### config.mk
export PLATFORM = sky130hd
export DESIGN_NAME = flush_dump_seq
export DESIGN_NICKNAME = d
export VERILOG_FILES = /design/src/rtl/flush_dump_pkg.sv /design/src/rtl/fd_phase_timer.sv /design/src/rtl/fd_line_counter.sv /design/src/rtl/fd_ctrl_fsm.sv /design/src/rtl/flush_dump_seq.sv
export SDC_FILE = /design/constraint.sdc
export NUM_CORES = 1
export LEC_CHECK = 0
export BUFFER_PORTS_ARGS = -buffer_cell sky130_fd_sc_hd__buf_2
export CORE_MARGIN = 8
export CORE_UTILIZATION = 24
export DETAILED_ROUTE_END_ITERATION = 10
export GPL_TIMING_DRIVEN = 0
export PLACE_DENSITY = 0.41
export REMOVE_ABC_BUFFERS = 1
export SETUP_SLACK_MARGIN = 0.2
export SYNTH_ARGS = -nofsm -noshare
export SYNTH_HDL_FRONTEND = slang
export SYNTH_HIERARCHICAL = 1
export SYNTH_SLANG_ARGS = --single-unit
### constraint.sdc
create_clock -name clk -period 6.6 [get_ports clk]
set_input_delay 0.99 -clock clk [delete_from_list [all_inputs] [get_ports clk]]
set_output_delay 0.99 -clock clk [all_outputs]
set_load 0.02 [all_outputs]
### src/rtl/flush_dump_pkg.sv
// Shared state encoding for the flush and line dump sequencer.
package flush_dump_pkg;

    // Sequencer phases, in the order a line dump visits them.
    typedef enum logic [2:0] {
        ST_IDLE    = 3'd0,
        ST_VSHIFT  = 3'd1,
        ST_V2_LEAD = 3'd2,
        ST_GATE    = 3'd3,
        ST_V2_TAIL = 3'd4,
        ST_HOLDOFF = 3'd5,
        ST_DONE    = 3'd6
    } fd_state_t;

endpackage

### src/rtl/fd_phase_timer.sv
// Phase timer: a down counter that is loaded with (length - 1) when a phase
// starts and reports zero in the last cycle of that phase.
// Assumes the controller reloads it on every phase change.
module fd_phase_timer #(
    parameter int CW = 14
) (
    input  logic          clk,
    input  logic          rst_n,
    input  logic          load,
    input  logic [CW-1:0] load_val,
    output logic          at_zero
);
    logic [CW-1:0] cnt;

    // Load a new phase length or count down towards zero.
    always_ff @(posedge clk) begin
        if (!rst_n)
            cnt <= '0;
        else if (load)
            cnt <= load_val;
        else if (cnt != '0)
            cnt <= cnt - 1'b1;
    end

    assign at_zero = (cnt == '0);

    AST_TMR_LOAD: assert property (@(posedge clk) disable iff (!rst_n)
        load |=> cnt == $past(load_val));
endmodule

### src/rtl/fd_line_counter.sv
// Line counter: keeps the number of lines still to be dumped. It is loaded when
// a dump is accepted and decremented at the end of each line's holdoff.
// Assumes it is never decremented at zero.
module fd_line_counter #(
    parameter int LINE_W = 13
) (
    input  logic              clk,
    input  logic              rst_n,
    input  logic              load,
    input  logic [LINE_W-1:0] load_val,
    input  logic              dec,
    output logic              last
);
    logic [LINE_W-1:0] remaining;

    // Hold the number of lines still to be dumped.
    always_ff @(posedge clk) begin
        if (!rst_n)
            remaining <= '0;
        else if (load)
            remaining <= load_val;
        else if (dec)
            remaining <= remaining - 1'b1;
    end

    assign last = (remaining == LINE_W'(1));

    AST_LINE_NO_UNDERFLOW: assert property (@(posedge clk) disable iff (!rst_n)
        dec |-> remaining != '0);
endmodule

### src/rtl/fd_ctrl_fsm.sv
// Sequencer control: steps through vertical shift, V2 lead-in, gate pulse,
// V2 tail and holdoff, and repeats per line for a dump. All drive outputs are
// decoded from the state register. Assumes every phase length is at least 1.
module fd_ctrl_fsm
    import flush_dump_pkg::*;
#(
    parameter int CW         = 14,
    parameter int SHIFT_LEN  = 800,
    parameter int SETUP_LEN  = 50,
    parameter int GATE_LEN   = 100,
    parameter int FLUSH_HOLD = 9000,
    parameter int DUMP_HOLD  = 1000
) (
    input  logic          clk,
    input  logic          rst_n,
    input  logic          flush_req,
    input  logic          dump_req,
    input  logic          dump_none,
    input  logic          tmr_zero,
    input  logic          last_line,
    output logic          tmr_load,
    output logic [CW-1:0] tmr_val,
    output logic          cnt_load,
    output logic          cnt_dec,
    output logic          vphase1,
    output logic          vphase2,
    output logic          flush_gate,
    output logic          dump_gate,
    output logic          readout_hold,
    output logic          done
);
    localparam logic [CW-1:0] L_SHIFT = CW'(SHIFT_LEN - 1);
    localparam logic [CW-1:0] L_SETUP = CW'(SETUP_LEN - 1);
    localparam logic [CW-1:0] L_GATE  = CW'(GATE_LEN - 1);
    localparam logic [CW-1:0] L_FHOLD = CW'(FLUSH_HOLD - 1);
    localparam logic [CW-1:0] L_DHOLD = CW'(DUMP_HOLD - 1);

    fd_state_t st, st_n;
    logic      is_flush, is_flush_n;

    // Choose the next phase and the timer reload that goes with it.
    always_comb begin
        st_n       = st;
        is_flush_n = is_flush;
        tmr_load   = 1'b0;
        tmr_val    = '0;
        cnt_load   = 1'b0;
        cnt_dec    = 1'b0;
        unique case (st)
            ST_IDLE: begin
                if (flush_req) begin
                    st_n       = ST_V2_LEAD;
                    is_flush_n = 1'b1;
                    tmr_load   = 1'b1;
                    tmr_val    = L_SETUP;
                end else if (dump_req) begin
                    is_flush_n = 1'b0;
                    cnt_load   = 1'b1;
                    if (dump_none) begin
                        st_n = ST_DONE;
                    end else begin
                        st_n     = ST_VSHIFT;
                        tmr_load = 1'b1;
                        tmr_val  = L_SHIFT;
                    end
                end
            end
            ST_VSHIFT: if (tmr_zero) begin
                st_n     = ST_V2_LEAD;
                tmr_load = 1'b1;
                tmr_val  = L_SETUP;
            end
            ST_V2_LEAD: if (tmr_zero) begin
                st_n     = ST_GATE;
                tmr_load = 1'b1;
                tmr_val  = L_GATE;
            end
            ST_GATE: if (tmr_zero) begin
                st_n     = ST_V2_TAIL;
                tmr_load = 1'b1;
                tmr_val  = L_SETUP;
            end
            ST_V2_TAIL: if (tmr_zero) begin
                st_n     = ST_HOLDOFF;
                tmr_load = 1'b1;
                tmr_val  = is_flush ? L_FHOLD : L_DHOLD;
            end
            ST_HOLDOFF: if (tmr_zero) begin
                cnt_dec = !is_flush;
                if (!is_flush && !last_line) begin
                    st_n     = ST_VSHIFT;
                    tmr_load = 1'b1;
                    tmr_val  = L_SHIFT;
                end else begin
                    st_n = ST_DONE;
                end
            end
            ST_DONE: st_n = ST_IDLE;
            default: st_n = ST_IDLE;
        endcase
    end

    // Register the phase and the kind of sequence that is running.
    always_ff @(posedge clk) begin
        if (!rst_n) begin
            st       <= ST_IDLE;
            is_flush <= 1'b0;
        end else begin
            st       <= st_n;
            is_flush <= is_flush_n;
        end
    end

    // Decode the drive pins from the state register.
    always_comb begin
        vphase1      = (st == ST_VSHIFT);
        vphase2      = (st == ST_V2_LEAD) || (st == ST_GATE) || (st == ST_V2_TAIL);
        flush_gate   = (st == ST_GATE) && is_flush;
        dump_gate    = (st == ST_GATE) && !is_flush;
        readout_hold = (st != ST_IDLE);
        done         = (st == ST_DONE);
    end

    AST_FLUSH_WINS: assert property (@(posedge clk) disable iff (!rst_n)
        (st == ST_IDLE && flush_req) |=> (st == ST_V2_LEAD && is_flush));
    AST_BUSY_KEEPS_KIND: assert property (@(posedge clk) disable iff (!rst_n)
        (st != ST_IDLE) |=> is_flush == $past(is_flush));
    AST_DONE_SINGLE: assert property (@(posedge clk) disable iff (!rst_n)
        done |=> !done);
endmodule

### src/rtl/flush_dump_seq.sv
// Flush and line dump sequencer, top level. It drives the vertical phases and
// the two drain gates for a whole-array flush or an N-line dump, and holds off
// readout until the final holdoff has elapsed. Phase lengths are in clock cycles.
module flush_dump_seq #(
    parameter int LINE_W     = 13,
    parameter int SHIFT_LEN  = 800,
    parameter int SETUP_LEN  = 50,
    parameter int GATE_LEN   = 100,
    parameter int FLUSH_HOLD = 9000,
    parameter int DUMP_HOLD  = 1000
) (
    input  logic              clk,
    input  logic              rst_n,
    input  logic              flush_req,
    input  logic              dump_req,
    input  logic [LINE_W-1:0] dump_lines,
    output logic              vphase1,
    output logic              vphase2,
    output logic              flush_gate,
    output logic              dump_gate,
    output logic              readout_hold,
    output logic              done
);
    localparam int M1     = (SHIFT_LEN > SETUP_LEN) ? SHIFT_LEN : SETUP_LEN;
    localparam int M2     = (GATE_LEN > M1) ? GATE_LEN : M1;
    localparam int M3     = (FLUSH_HOLD > M2) ? FLUSH_HOLD : M2;
    localparam int MAXLEN = (DUMP_HOLD > M3) ? DUMP_HOLD : M3;
    localparam int CW     = (MAXLEN < 2) ? 1 : $clog2(MAXLEN);

    logic          tmr_load, tmr_zero, cnt_load, cnt_dec, last_line;
    logic [CW-1:0] tmr_val;

    fd_phase_timer #(.CW(CW)) u_timer (
        .clk(clk), .rst_n(rst_n), .load(tmr_load), .load_val(tmr_val),
        .at_zero(tmr_zero)
    );

    fd_line_counter #(.LINE_W(LINE_W)) u_lines (
        .clk(clk), .rst_n(rst_n), .load(cnt_load), .load_val(dump_lines),
        .dec(cnt_dec), .last(last_line)
    );

    fd_ctrl_fsm #(
        .CW(CW), .SHIFT_LEN(SHIFT_LEN), .SETUP_LEN(SETUP_LEN), .GATE_LEN(GATE_LEN),
        .FLUSH_HOLD(FLUSH_HOLD), .DUMP_HOLD(DUMP_HOLD)
    ) u_fsm (
        .clk(clk), .rst_n(rst_n), .flush_req(flush_req), .dump_req(dump_req),
        .dump_none(dump_lines == '0), .tmr_zero(tmr_zero), .last_line(last_line),
        .tmr_load(tmr_load), .tmr_val(tmr_val), .cnt_load(cnt_load), .cnt_dec(cnt_dec),
        .vphase1(vphase1), .vphase2(vphase2), .flush_gate(flush_gate),
        .dump_gate(dump_gate), .readout_hold(readout_hold), .done(done)
    );

    AST_PHASE_EXCL: assert property (@(posedge clk) disable iff (!rst_n)
        !(vphase1 && vphase2));
    AST_GATE_AFTER_V2: assert property (@(posedge clk) disable iff (!rst_n)
        $rose(flush_gate || dump_gate) |-> $past(vphase2));
    AST_V2_FALL_GATE_LOW: assert property (@(posedge clk) disable iff (!rst_n)
        $fell(vphase2) |-> $past(!flush_gate && !dump_gate));
    AST_GATE_EXCL: assert property (@(posedge clk) disable iff (!rst_n)
        !(flush_gate && dump_gate));
    AST_DONE_IN_HOLD: assert property (@(posedge clk) disable iff (!rst_n)
        done |-> readout_hold && !vphase1 && !vphase2);
endmodule

# == Word level (Yosys, flattened, before mapping) ==
# Cells that the tools add are included.
# word_totals
reg_bits,31
output_inout_bits,6
# op_classes
addsub,2
eq_ne,13
reduce_logical,19
mux,38
# ops
op,count
14-bit 2-to-1 mux,7
14-bit case mux with 5 select lines,1
3-bit 2-to-1 mux,9
13-bit 2-to-1 mux,2
10-bit 2-to-1 mux,2
3-bit case mux with 6 select lines,1
14-bit logical NOT,1
14-bit nonzero test,1
"14-bit by 1-bit subtractor with 14-bit output, second input constant",1
"13-bit by 1-bit equality test with 1-bit output, second input constant",1
13-bit logical NOT,1
1-bit 2-to-1 mux,13
"13-bit by 1-bit subtractor with 13-bit output, second input constant",1
"3-bit equality test, second input constant",3
"2-bit != test, second input constant",4
7-bit 2-to-1 mux,1
"3-bit by 2-bit equality test with 1-bit output, second input constant",2
6-bit 2-to-1 mux,1
6-bit AND reduction,1
2-bit nonzero test,3
4-bit OR reduction,1
"3-bit by 1-bit equality test with 1-bit output, second input constant",1
1-bit logical AND,3
3-bit logical NOT,1
other kinds (8),10

# == Depth between registers and ports, before layout ==
# Gate-level depths: netlist (run 1).
# logic_depth
ltp_word,7
ltp_mapped,15
mapped_depth_nobuf,11

# == Modules after synthesis ==
# The synthesis (run 1) kept the hierarchy.
# by_module_without_submodules
mod,area_per_inst_um2,n_inst,cells_each,seq_area_each_um2
fd_phase_timer,802.0,1,93,280.3
fd_line_counter,737.0,1,87,260.2
fd_ctrl_fsm,558.0,1,79,80.1
flush_dump_seq,30.0,1,5,0.0

# == Worst setup path after synthesis (run 1) ==
# No wires, ideal clock.
# synth_path
path_kind,reg2reg
startpoint,register u_timer.cnt[2]
endpoint,register u_lines.remaining[7]
setup_slack_ns,3.384
synth_period_minus_slack_ns,3.216
arrival_ns,3.142
stages_incl_launch_ff,12
cell_sequence,dfxtp_1 nor4_4 and4_1 buf_6 buf_8 buf_2 nand2_1 nor3_1 or4b_1 clkbuf_1 or3_2 a31oi_1
# synth_between
elab_chain_cells,4
# synth_rtl
element,line,rtl
"start, declared",fd_phase_timer.sv:13,logic [CW-1:0] cnt;
"start signal, assigned",fd_phase_timer.sv:20,cnt <= load_val;
"start signal, assigned",fd_phase_timer.sv:22,cnt <= cnt - 1'b1;
14-bit logical NOT,fd_phase_timer.sv:25,assign at_zero = (cnt == '0);
named net tmr_zero,flush_dump_seq.sv:30,"logic tmr_load, tmr_zero, cnt_load, cnt_dec, last_line;"
1-bit 2-to-1 mux,fd_ctrl_fsm.sv:88,ST_HOLDOFF: if (tmr_zero) begin
1-bit 2-to-1 mux,fd_ctrl_fsm.sv:49,unique case (st)
named net cnt_dec,flush_dump_seq.sv:30,
2-bit nonzero test (no line),--,
"end signal, assigned",fd_line_counter.sv:21,remaining <= load_val;
"end signal, assigned",fd_line_counter.sv:23,remaining <= remaining - 1'b1;
"end, declared",fd_line_counter.sv:14,logic [LINE_W-1:0] remaining;
# The timed path passes the listed nets, and every way through them passes these cells.
# A chain may end at the register's enable or synchronous reset.

# == Worst setup path in the final report (run 1) ==
# layout_path
startpoint,register u_timer.cnt[6]
endpoint,register u_timer.cnt[8]
# layout_between
elab_chain_cells,4
elab_cells_between_ends,12
cone_classes,add/sub (1); mux (8); reduce/logical (3)
# layout_rtl
element,line
14-bit logical NOT *,fd_phase_timer.sv:25
named net tmr_zero,flush_dump_seq.sv:30
1-bit 2-to-1 mux (on tied branches),--
1-bit case mux with 3 select lines *,fd_ctrl_fsm.sv:49
named net tmr_load,flush_dump_seq.sv:30
14-bit 2-to-1 mux or 2-bit nonzero test (tied branches),--
# The timed path passes the listed nets; every way through them passes the cells marked *. The select of a mux whose other input is x is not followed.

==> results.txt, run 1 <==
The clock edge transition at the registers on the reported setup and hold paths works out to 80 ps. Yosys printed 6 warnings. Setup repair after global routing left no endpoint under its margin.

Type of origin of the critical path: a flop. TritonCTS created 5 clock buffers. The tools report the minimum setup slack among reg-to-reg paths as 2480 ps. The biggest area contributor in the post-synthesis netlist is sky130_fd_sc_hd__dfxtp_1. The slew at the pin with the worst max-slew slack came out at 907 ps. The number of antenna violations at the first check in global routing was 0; the overall die height was 110 um. The die covers 12100 sq um. Max-cap violations in this run came to 0.

The count of distinct cell types in the synthesized netlist is 61, and the fraction of final layout cells sized beyond drive strength 1 is 17.5%. The layout-stage area growth over the synthesis result was 9.12%; the part of the power in the clock network was 16.4%. The portion of synthesized cell area occupied by the leading cell type was 29.2%. The sum of negative setup slack was 0 ps. Along the worst path, the maximum fanout reaches 24. For the count of endpoints failing hold in the final timing report, the log shows 0.

The finished cells cover 2320 sq um. Clock tree buffer depth: 2. For the total congestion overflow after global routing, the log shows 0. The total count of max-transition violations in the final report is 0. Cell at the root of the clock tree: sky130_fd_sc_hd__clkbuf_8. The run gives 1891 as the via count of the first global-routing pass. The run gives 2240 sq um as the placed standard-cell area.

The number of nets with antenna violations after detailed routing is 0. The logs give 0 for the number of setup buffers added after CTS and 0 for the count of cells resized by post-cts repair. The first routing iteration left 63 violations.

The share of synthesized registers carrying an async set or reset works out to 0%. The die is 110 um wide. The most frequently used flop master after synthesis is sky130_fd_sc_hd__dfxtp_1. For the worst IR drop on VDD, the log shows 0.116 mV.

The total half-perimeter wirelength after legalization and detailed placement is 3.95 mm, and the net switching share of the total power is 45.1%. Final count of negative-setup-slack endpoints: 0. Yosys attributes the largest share of cell area to sky130_fd_sc_hd__dfxtp_1 (29%), sky130_fd_sc_hd__o21ai_0 (5.9%), sky130_fd_sc_hd__a31oi_1 (3.2%). The tools report the kind of end point of the critical path as a flop.

The first global-routing pass estimated 9.47 mm of wire. Buffers placed on the I/O ports in this run total 22. In this run the power spent charging and discharging nets is 0.000419 W. For this design the top-level I/O count stands at 23. The cell count of the worst hold path was 2; the via total after detailed routing was 1973.

At the end of the flow, the number of nets in the layout was 294. The number of vias per cell after detailed routing was 5.16. For the cell internal power dissipation, the log shows 0.000511 W.

TritonCTS built the clock tree. For the worst setup path, the data required time is 6770 ps. Measured against its own limit, the worst slew margin works out to 39.5%. The mean instance size in the synthesized netlist is 8.06 sq um. The tools report the data arrival time of the worst path as 4290 ps. After detailed routing, the total wire length is 5.60 mm.

The TritonCTS sink count was 31. The setup path with the least slack is of type flop to flop. After technology mapping, the gate count stands at 264. The run gives 290 ps as the source-to-sink clock delay at the later pin of the worst-skew pair.

The final critical path takes up 62.4% of the cycle. Counting flops and latches in the post-synthesis netlist gives 31. Counting I/O delays and the setup requirement, the final critical path takes 4120 ps. Entering global routing, the biggest net connects 30 pins. The initial utilization of the core area, before any placement, comes to 24.5%. In this run, the combinational gates consume 49.3% of the power. Number of cells traversed by the worst register-to-register path: 9. The total global-route track usage is 9.71%.

Total power for the finished layout comes to 0.000930 W. The core outline area was 8680 sq um; the number of flops mapped to enable cells by yosys was 0. The clock arrives with 12.0 ps of skew. The cell area that synthesis handed to floorplanning was 2130 sq um. The number of diodes is 0, and the power density over the cells is 401 nW/um^2.

Final hold analysis gives a worst-case slack of 515 ps. Static timing analysis puts the maximum clock frequency at 0.243 GHz. The floorplan has 34 rows. After synthesis, flip-flops and latches occupy 29.2% of the total area. The run finished with clean final reports.

The number of H-tree levels was 2. The number of hold buffers added after CTS was 0. The min-delay analysis places its worst path in the category flop to flop. The share of total power in sequential cells came out at 34.4%.

After detailed routing, the number of remaining DRC violations is 0. The number of iterations in the first detailed-routing pass was 4; the post-detailed-route wirelength per cell was 14.7 um. The leakage power total is 0.846 nW, and the weighted congestion at the end of routability-driven global placement is 0.706.
-- layout by cell type, fill, tap and decap left out, types with 9 or more instances in the layout --
master / n
sky130_fd_sc_hd__dfxtp_1: 31
sky130_fd_sc_hd__o21ai_0: 25
sky130_fd_sc_hd__buf_2: 22
sky130_fd_sc_hd__nor2_1: 16
sky130_fd_sc_hd__inv_1: 11
sky130_fd_sc_hd__nand2_1: 11
sky130_fd_sc_hd__nand3_1: 11
sky130_fd_sc_hd__a31oi_1: 11
sky130_fd_sc_hd__nor3_1: 9
sky130_fd_sc_hd__or4_1: 9
sky130_fd_sc_hd__o31ai_1: 9
-- routing by layer --
layer / up-vias / part of all wire, % / wire [um] / track usage (%)
met2: 32 / 45 / 2520 / 15.2
met1: 943 / 50 / 2830 / 13.2
met5: - / 0 / 0 / 0
met3: 5 / 3.6 / 203 / 2.21
met4: 0 / 0.82 / 46 / 2.28
li1: 993 / - / - / -
-- worst max-delay path, stage by stage, from the launching register on --
cell	delay, ps
sky130_fd_sc_hd__dfxtp_1	350
sky130_fd_sc_hd__nor3_1	560
sky130_fd_sc_hd__and4_1	920
sky130_fd_sc_hd__nand2_1	280
sky130_fd_sc_hd__or4_4	570
sky130_fd_sc_hd__o211ai_1	390
sky130_fd_sc_hd__inv_1	440
sky130_fd_sc_hd__nand2_1	230
sky130_fd_sc_hd__or2_2	170
sky130_fd_sc_hd__o21ai_0	100
-- flip-flops by register name, summed over array words and instances (netlist names) --
register,count
u_timer/cnt,14
u_lines/remaining,13
u_fsm/st,3
u_fsm/is_flush,1
-- area by class of cell --
cell class / count / area, sq um
clock buffer: 6 / 72.6
tap: 108 / 135
multi-input combinational: 202 / 1330
fill: 982 / 6360
sequential: 31 / 621
timing repair buffer: 22 / 110
inverter: 11 / 41.3
clock inverter: 2 / 12.5
-- metrics by stage --
stage	setup slack, ps	util (%)	std cells
2_1_floorplan	3330	-	244
3_3_place_gp	2560	25.8	374
3_5_place_dp	2460	25.8	374
4_1_cts	2460	26.7	382
5_1_grt	1980	26.7	382
6_report	2480	26.7	382
-- synthesized netlist by cell type, drive strengths merged, types with 5 or more instances --
cell / count
nor2: 16
inv: 11
a31oi: 11
or4: 12
xor2: 6
nand2: 11
or3: 7
nor3: 9
nand2b: 5
nor4: 5
buf: 12
nor2b: 5
o31ai: 9
o21ai: 27
dfxtp: 31
a21oi: 8
nand3: 11
clkbuf: 10
o211ai: 6
-- path summary, 6_finish.rpt --
| kind | from | end |
|---|---|---|
| worst max-delay path | u_timer/cnt[6] | u_timer/cnt[8] |
| worst min-delay path | u_lines/remaining[11] | u_lines/remaining[11] |
| worst max register to register | u_timer/cnt[6] | u_timer/cnt[8] |
| worst min register to register | u_lines/remaining[11] | u_lines/remaining[11] |
-- kinds of logic (layout without fill, tap and decap cells) --
group	count (synthesis)	count (layout)	synth area share (%)
AND/OR/NAND/NOR	102	102	29.1
AO/OA/AOI/OAI	82	82	25.8
buffers and inverters	33	41	8.71
flip-flops	31	31	29.2
XOR/XNOR	9	9	3.71
adder cells (fa/ha/maj)	4	4	2.35
multiplexers	2	2	1.00
other	1	3	0.176
-- power groups by stage --
stage | combinational [W] | clock (W) | sequential [W]
after floorplan | 0.000355 | 0 | 0.000304
after global placement | 0.000452 | 0 | 0.000323
after detailed placement | 0.000458 | 0 | 0.000323
after CTS | 0.000462 | 0.000158 | 0.000319
after global routing | 0.000518 | 0.000169 | 0.000330
final | 0.000458 | 0.000152 | 0.000320
(Power assumes the default switching activity.)
==> run 2, diff against run 1 <==
==> constraint.sdc (replaced) <==
create_clock -name clk -period 4 [get_ports clk]
set_input_delay 0.6 -clock clk [delete_from_list [all_inputs] [get_ports clk]]
set_output_delay 0.6 -clock clk [all_outputs]
set_load 0.02 [all_outputs]
==> run 2 against run 1 <==
Against the previous run:
- combinational power rose by 78%
- final cell count rose by 1.3%
- die area did not move
- total power rose by 72%
- clock skew barely moved
- largest cell class unchanged
==> results.txt, run 2 (synthesis gave the netlist of run 1 again) <==
The register with the most flip-flops in the layout has 14 of them. For this design, the slowest cell found on the critical path is sky130_fd_sc_hd__or4b_1. The run gives 574 ps as the worst setup margin. The overall routed net length was 5.74 mm. Counting flops per register, the top entry is u_timer/cnt. Clock tree synthesis selected as its root buffer the cell sky130_fd_sc_hd__clkbuf_8.

OpenSTA, run right after detailed placement, puts the worst setup slack at -136 ps. Via total after detailed routing: 1995. The minimum setup slack among reg-to-reg paths was 570 ps; the row count was 34. Cell internal power was estimated by the tool at 0.000885 W. Global routing used 2.21% of the available met3 tracks. TritonCTS built the clock tree.

The run gives 0 as the total count of max-transition violations in the final report. The largest registers in the layout are u_timer/cnt x14, u_lines/remaining x13, u_fsm/st x3. The class of the most critical hold timing path is flop to flop. The floorplan step defined a core boundary enclosing 8680 sq um. The count of max-cap constraint violations was 0; the number of diodes was 0.

Leaving out fill and tap cells, the most frequent cells in the layout are sky130_fd_sc_hd__dfxtp_1 (31), sky130_fd_sc_hd__o21ai_0 (25), sky130_fd_sc_hd__buf_2 (22), sky130_fd_sc_hd__nor2_1 (16). The leakage power total is 0.871 nW, and the number of antenna violations at the first check in global routing is 0. The buffers plus inverters on the worst setup path was 0; the relative max-transition margin was 57.7%. For the share of total power in sequential cells, the log shows 33.2%.

Number of buffers inserted by hold repair at cts: 0. Walking the worst path, the cells encountered are nor4_4 > and4_4 > nand2_1 > nor3_2 > or4b_1 > or4_1 > a31oi_1. The tools report the clock skew as 12.0 ps. In the finished design, the share of the clock period the worst path needs comes to 85.7%. The number of fill cells is 978. After the first detailed-routing iteration, the DRC count stood at 68. The worst-case IR drop observed on VDD is 0.211 mV. Entering global routing, the biggest net connects 30 pins.

For the via count of the first global-routing pass, the log shows 1891. The endpoint required time on the critical path is 4220 ps. Summed over all layers, the global routing overflow is 0. The library cell used most frequently in the layout, excluding fill and tap cells, is sky130_fd_sc_hd__dfxtp_1. The first detailed-routing pass ran for 4 iterations. From left edge to right edge, the die measures 110 um. The peak-usage layer in the global routing report was met2.

The clock net in this run drives a total of 31 sinks. The count of buffers added on input and output ports is 22. At the end of routability-driven placement, the weighted congestion stood at 0.706. The layout-stage area growth over the synthesis result is 11.5%.

For this run, design rule violations remaining after detail routing come to 0. The number of buffers created by CTS came out at 5. After routing, the total negative slack on setup checks comes to 0 ps. In this run the number of H-tree levels came out at 2. The source-to-sink clock delay at the later pin of the worst-skew pair is 290 ps, and the final-stage net count is 299. The first global-routing pass estimated 9.47 mm of wire.

Per report_power, the combinational group accounts for 51.0% of the total. For this run, the slowest stage of the critical path takes 650 ps. Post-detailed-route wirelength per cell: 14.8 um. Kind of end point of the critical path: a flop.

The run gives 15.2% as the met2 routing resource usage after global routing. 23 I/O pins were placed. In this run the power spent charging and discharging nets is 0.000715 W. The highest clock rate came out at 0.292 GHz.

In this run the power density over the cells is 674 nW/um^2. The run finished with clean final reports. The final count of negative-setup-slack endpoints was 0.

The type of origin of the critical path was a flop. The worst path needs 3430 ps of the cycle, external delays included. The initial standard-cell utilization of the core was 24.5%; the net switching share of the total power was 44.7%. The met1 track demand over resource in global routing came out at 13.2%. The clock passes through at most 2 buffers.

At the pin with the least slew margin, the transition time is 634 ps. Global routing used 9.71% of the available tracks across all layers. The path type of the worst setup path was flop to flop. Along the worst path, the maximum fanout reaches 24.

The floorplan step set the die height to 110 um. Grouping stages by cell kind, the critical path spends the most delay in simple AND/OR/NAND/NOR gates. In this run the remaining antenna-violating nets after routing total 0. The total half-perimeter wirelength after legalization and detailed placement is 3.95 mm.

After detailed routing, the number of vias per cell comes to 5.16. The clock edge transition at the registers on the reported setup and hold paths works out to 80 ps. The full die area is 12100 sq um, and the part of the power in the clock network is 15.8%. For the worst setup path, the data arrival time is 3650 ps.

Setup repair after global routing left no endpoint under its margin. The run gives 0 as the count of endpoints failing hold in the final timing report. In the final layout, the share of cells above drive strength 1 is 20.4%.
[run 2: power by group through the flow]
stage                     Combinational, W  Sequential [W]  Clock [W]
after floorplan                   0.000586        0.000501          0
after global placement            0.000747        0.000533          0
after detailed placement          0.000755        0.000533          0
after CTS                         0.000768        0.000526   0.000261
after global routing              0.000912        0.000548   0.000279
final                             0.000816        0.000530   0.000253
[run 2: routing by layer]
layer	share of wire (%)	wire, um
met1	51	2950
met2	45	2590
met3	3.1	177
met4	0.59	34
met5	0	0
[run 2: metrics by stage]
stage	cell area [sq um]	total power [W]	utilization, %	hold WS (ps)	cells
after floorplan	1990	0.00109	-	470	244
after global placement	2240	0.00128	25.8	500	374
after detailed placement	2240	0.00129	25.8	505	374
after CTS	2320	0.00156	26.8	516	382
after global routing	2370	0.00174	27.3	538	387
final	2370	0.00160	27.3	513	387
[run 2: final cells by class]
| cell class | count | area, sq um | area share (%) |
|---|---|---|---|
| Tap cell | 108 | 135 | 5.70 |
| Clock buffer | 6 | 72.6 | 3.06 |
| Timing Repair Buffer | 27 | 148 | 6.23 |
| Clock inverter | 2 | 12.5 | 0.528 |
| Inverter | 11 | 41.3 | 1.74 |
| Multi-Input combinational cell | 202 | 1340 | 56.6 |
| Sequential cell | 31 | 621 | 26.2 |
[run 2: tightest hold or removal path: stages (launching register included)]
cell and delay [ps]:
sky130_fd_sc_hd__dfxtp_1 330, sky130_fd_sc_hd__o31ai_1 60, sky130_fd_sc_hd__a31oi_1 70
[run 2: worst paths after layout]
check | start | end | cells past startpoint
max | u_timer/cnt[2] | u_lines/remaining[11] | 7
min reg2reg | u_lines/remaining[11] | u_lines/remaining[11] | 2
min | u_lines/remaining[11] | u_lines/remaining[11] | 2
max reg2reg | u_timer/cnt[2] | u_lines/remaining[11] | 7
[run 2: repair_timing]
action                     CTS  global route
setup buffers                0             5
pin swaps                    0             1
setup endpoints to repair   23            23
gates resized for setup      2             3
hold endpoints to repair     0             0
==> run 3, diff against run 2 <==
--- a/config.mk
+++ b/config.mk
@@ -10,7 +10,7 @@
 export CORE_UTILIZATION = 24
 export DETAILED_ROUTE_END_ITERATION = 10
 export GPL_TIMING_DRIVEN = 0
-export PLACE_DENSITY = 0.41
+export PLACE_DENSITY_LB_ADDON = 0.2
 export REMOVE_ABC_BUFFERS = 1
 export SETUP_SLACK_MARGIN = 0.2
 export SYNTH_ARGS = -nofsm -noshare
==> run 3 against run 2 <==
Against the previous run:
- first-iteration DRC count rose by 120%
- largest power group unchanged
- critical path type unchanged
- final cell count fell by 1.3%
- worst setup slack got worse by 120 ps
- largest cell class unchanged
- sequential power barely moved
- register-to-register slack got worse by 120 ps
- global-route usage fell by 0.11 points
- total power fell by 4.6%
==> results.txt, run 3 (synthesis gave the netlist of run 1 again) <==
Timing would allow up to 0.282 GHz. Cell internal power was estimated by the tool at 0.000846 W. The count of max-cap constraint violations is 0.

The run gives 0.847 nW as the leakage power total. The clock tree buffer depth is 2, and the final clock period utilization by the worst path is 88.8%. Number of flip-flops in the largest register: 14. The cell at the root of the clock tree is sky130_fd_sc_hd__clkbuf_8. Clock skew on the completed layout was measured at 3.90 ps.

After detailed routing, the number of remaining DRC violations is 0. TritonCTS built the clock tree. Data on the critical path is required at its endpoint by 4160 ps. Core outline area: 8680 sq um. The clock network accounts for 15.8% of the total power. For the number of buffers created by CTS, the log shows 5. For this configuration, the core starts out at a cell density of 24.5%.

Final-stage net count: 294. The logs give 0.000679 W for the power dissipated by switching net loads and 0 for the total count of max-transition violations in the final report. In the final timing run, aggregate negative setup slack is 0 ps. Net switching is 44.5% of the power. With fillers left out, the area of the finished cells amounts to 2320 sq um.

In this run the power density over the cells is 656 nW/um^2. The tools report the total global-route track usage as 9.60%. Across all hold checks on the routed design, the worst slack comes to 514 ps.

The clock period minus final worst setup slack works out to 3550 ps. The number of setup buffers added after CTS was 0; the maximum net fanout on the critical path was 24. The detailed router finished its first iteration with 147 violations. Input and output buffers added on the ports amount to 22. The logs give 12100 sq um for the full die area and 0.208 mV for the worst IR drop on VDD. The tools report the number of H-tree levels as 2. The placed standard-cell area came out at 2240 sq um. Clock latency on the worst-skew pair, taken at its later pin, is 280 ps.

After detailed routing, the number of vias per cell comes to 5.10. The number of cells on the worst reg-to-reg path is 9. The weighted congestion at the end of routability-driven global placement is 0.735, and the overall die height is 110 um.

The tools report the total half-perimeter wirelength after legalization and detailed placement as 3.90 mm. The worst setup margin was 449 ps. Of the total power, registers draw 34.6%.

Ranked by flip-flop count, first place goes to u_timer/cnt. After detailed placement, the design holds a cell count of 374. The number of nets with antenna violations after detailed routing is 0, and the minimum setup slack among reg-to-reg paths is 450 ps. The worst hold path belongs to the class flop to flop. The global-route wire length before repair is 9.32 mm. The type of origin of the critical path is a flop.

The capture endpoint of the worst hold path is u_lines/remaining[11]. The library cells used most frequently in the layout, excluding fill and tap cells, are sky130_fd_sc_hd__dfxtp_1 (31), sky130_fd_sc_hd__o21ai_0 (25), sky130_fd_sc_hd__buf_2 (22), sky130_fd_sc_hd__nor2_1 (16). In the final routed layout, each cell accounts on average for 14.5 um. The worst-case setup slack after placement came out at -133 ps.

In this run the count of I/O pins placed on the die edge is 23. The worst register-to-register path begins at u_timer/cnt[6]. The startpoint of the most critical hold path is u_lines/remaining[11]. For the overall routed net length, the log shows 5.54 mm. Headroom to the max-slew limit came out at 32.8%. The die is 110 um wide.

Setup repair after global routing left no endpoint under its margin. The final count of negative-setup-slack endpoints came out at 0. In this run, the combinational gates consume 49.7% of the power.

The largest registers in the layout are u_timer/cnt x14, u_lines/remaining x13, u_fsm/st x3. The tools report the data arrival time of the worst path as 3710 ps. The clock edge transition at the registers on the reported setup and hold paths is 70 ps, and the number of iterations in the first detailed-routing pass is 4.

The via count of the first global-routing pass was 1839. After global routing the overflow that remains totals 0. The cell count of the worst hold path is 2, and the slew at the pin with the worst max-slew slack is 1000 ps.

Number of diodes: 0. Count of endpoints failing hold in the final timing report: 0. For this block, the via count after detailed routing is 1949. The worst setup path is captured at a flop. The library cell used most frequently in the layout, excluding fill and tap cells, is sky130_fd_sc_hd__dfxtp_1. The run finished with clean final reports.

The number of antenna violations at the first check in global routing was 0. Of the cells placed in the final design, the portion with a size suffix greater than 1 is 18.2%. For the final cell count without fillers, the log shows 382. The number of fill cells is 992, and the layout-stage area growth over the synthesis result is 9.29%. The row count is 34, and the maximum number of pins on one net before global-route repair is 30.

The tools report the endpoint of the worst-slack reg-to-reg timing path as u_timer/cnt[12]. Path type of the worst setup path: flop to flop. Clock tree synthesis found a total of 31 sinks.
## run 3: cell count changes in the layout (fill, tap and decap cells not counted), sizes merged
cell      delta
buf          -5
clkbuf       +1
clkinvlp     -1
## run 3: layout make-up
class / count / area [sq um] / share of cell area, %
inverters: 11 / 41.3 / 1.78
well taps: 108 / 135 / 5.81
clock inverters: 1 / 5.00 / 0.215
multi-input cells: 202 / 1340 / 57.5
flip-flops and latches: 31 / 621 / 26.7
clock buffers: 7 / 76.3 / 3.28
repair buffers: 22 / 110 / 4.74
## run 3: how the worst max path moves through the flow
| stage | start | endpoint | slack [ps] | cells past startpoint |
|---|---|---|---|---|
| detailed placement | u_timer/cnt[6] | u_timer/cnt[8] | -130 | 9 |
| finish | u_timer/cnt[6] | u_timer/cnt[12] | 450 | 9 |
| global route | u_timer/cnt[6] | u_timer/cnt[12] | 210 | 9 |
| CTS | u_timer/cnt[6] | u_timer/cnt[13] | 310 | 9 |
| floorplan | u_timer/cnt[2] | u_lines/remaining[7] | 730 | 7 |
| global placement | u_timer/cnt[6] | u_timer/cnt[8] | -80 | 9 |
## run 3: power by group through the flow
| stage | logic, W | clock network [W] | registers (W) |
|---|---|---|---|
| 4_1_cts | 0.000758 | 0.000257 | 0.000526 |
| 3_3_place_gp | 0.000745 | 0 | 0.000534 |
| 6_report | 0.000757 | 0.000240 | 0.000527 |
| 5_1_grt | 0.000860 | 0.000265 | 0.000547 |
| 2_1_floorplan | 0.000586 | 0 | 0.000501 |
| 3_5_place_dp | 0.000750 | 0 | 0.000533 |
## run 3: metrics by stage
stage	power, W	utilization [%]
after floorplan	0.00109	-
after global placement	0.00128	25.8
after detailed placement	0.00128	25.8
after CTS	0.00154	26.7
after global routing	0.00167	26.8
final	0.00153	26.8
## run 3: repair_timing
| action | 4_1_cts | 5_1_grt |
|---|---|---|
| hold buffers | 0 | 0 |
| gates resized for setup | 2 | 2 |
| endpoints found under the setup margin | 23 | 13 |
| endpoints found under the hold margin | 0 | 0 |
## run 3: routing by layer
layer,vias up,share of wire [%],track usage [%]
li1,997,-,-
met1,928,52,13.1
met2,20,45,15.0
met3,4,2.1,2.15
met4,0,0.69,2.28
met5,-,0,0
## run 3: worst max-delay path, cell delays in order (launching register included)
cell                       delay [ps]
sky130_fd_sc_hd__dfxtp_1          350
sky130_fd_sc_hd__nor3_1           560
sky130_fd_sc_hd__and4_4           540
sky130_fd_sc_hd__nand2_1          180
sky130_fd_sc_hd__or4_4            550
sky130_fd_sc_hd__o211ai_1         460
sky130_fd_sc_hd__inv_2            290
sky130_fd_sc_hd__nand2_1          190
sky130_fd_sc_hd__or2_2            180
sky130_fd_sc_hd__o21ai_0          100
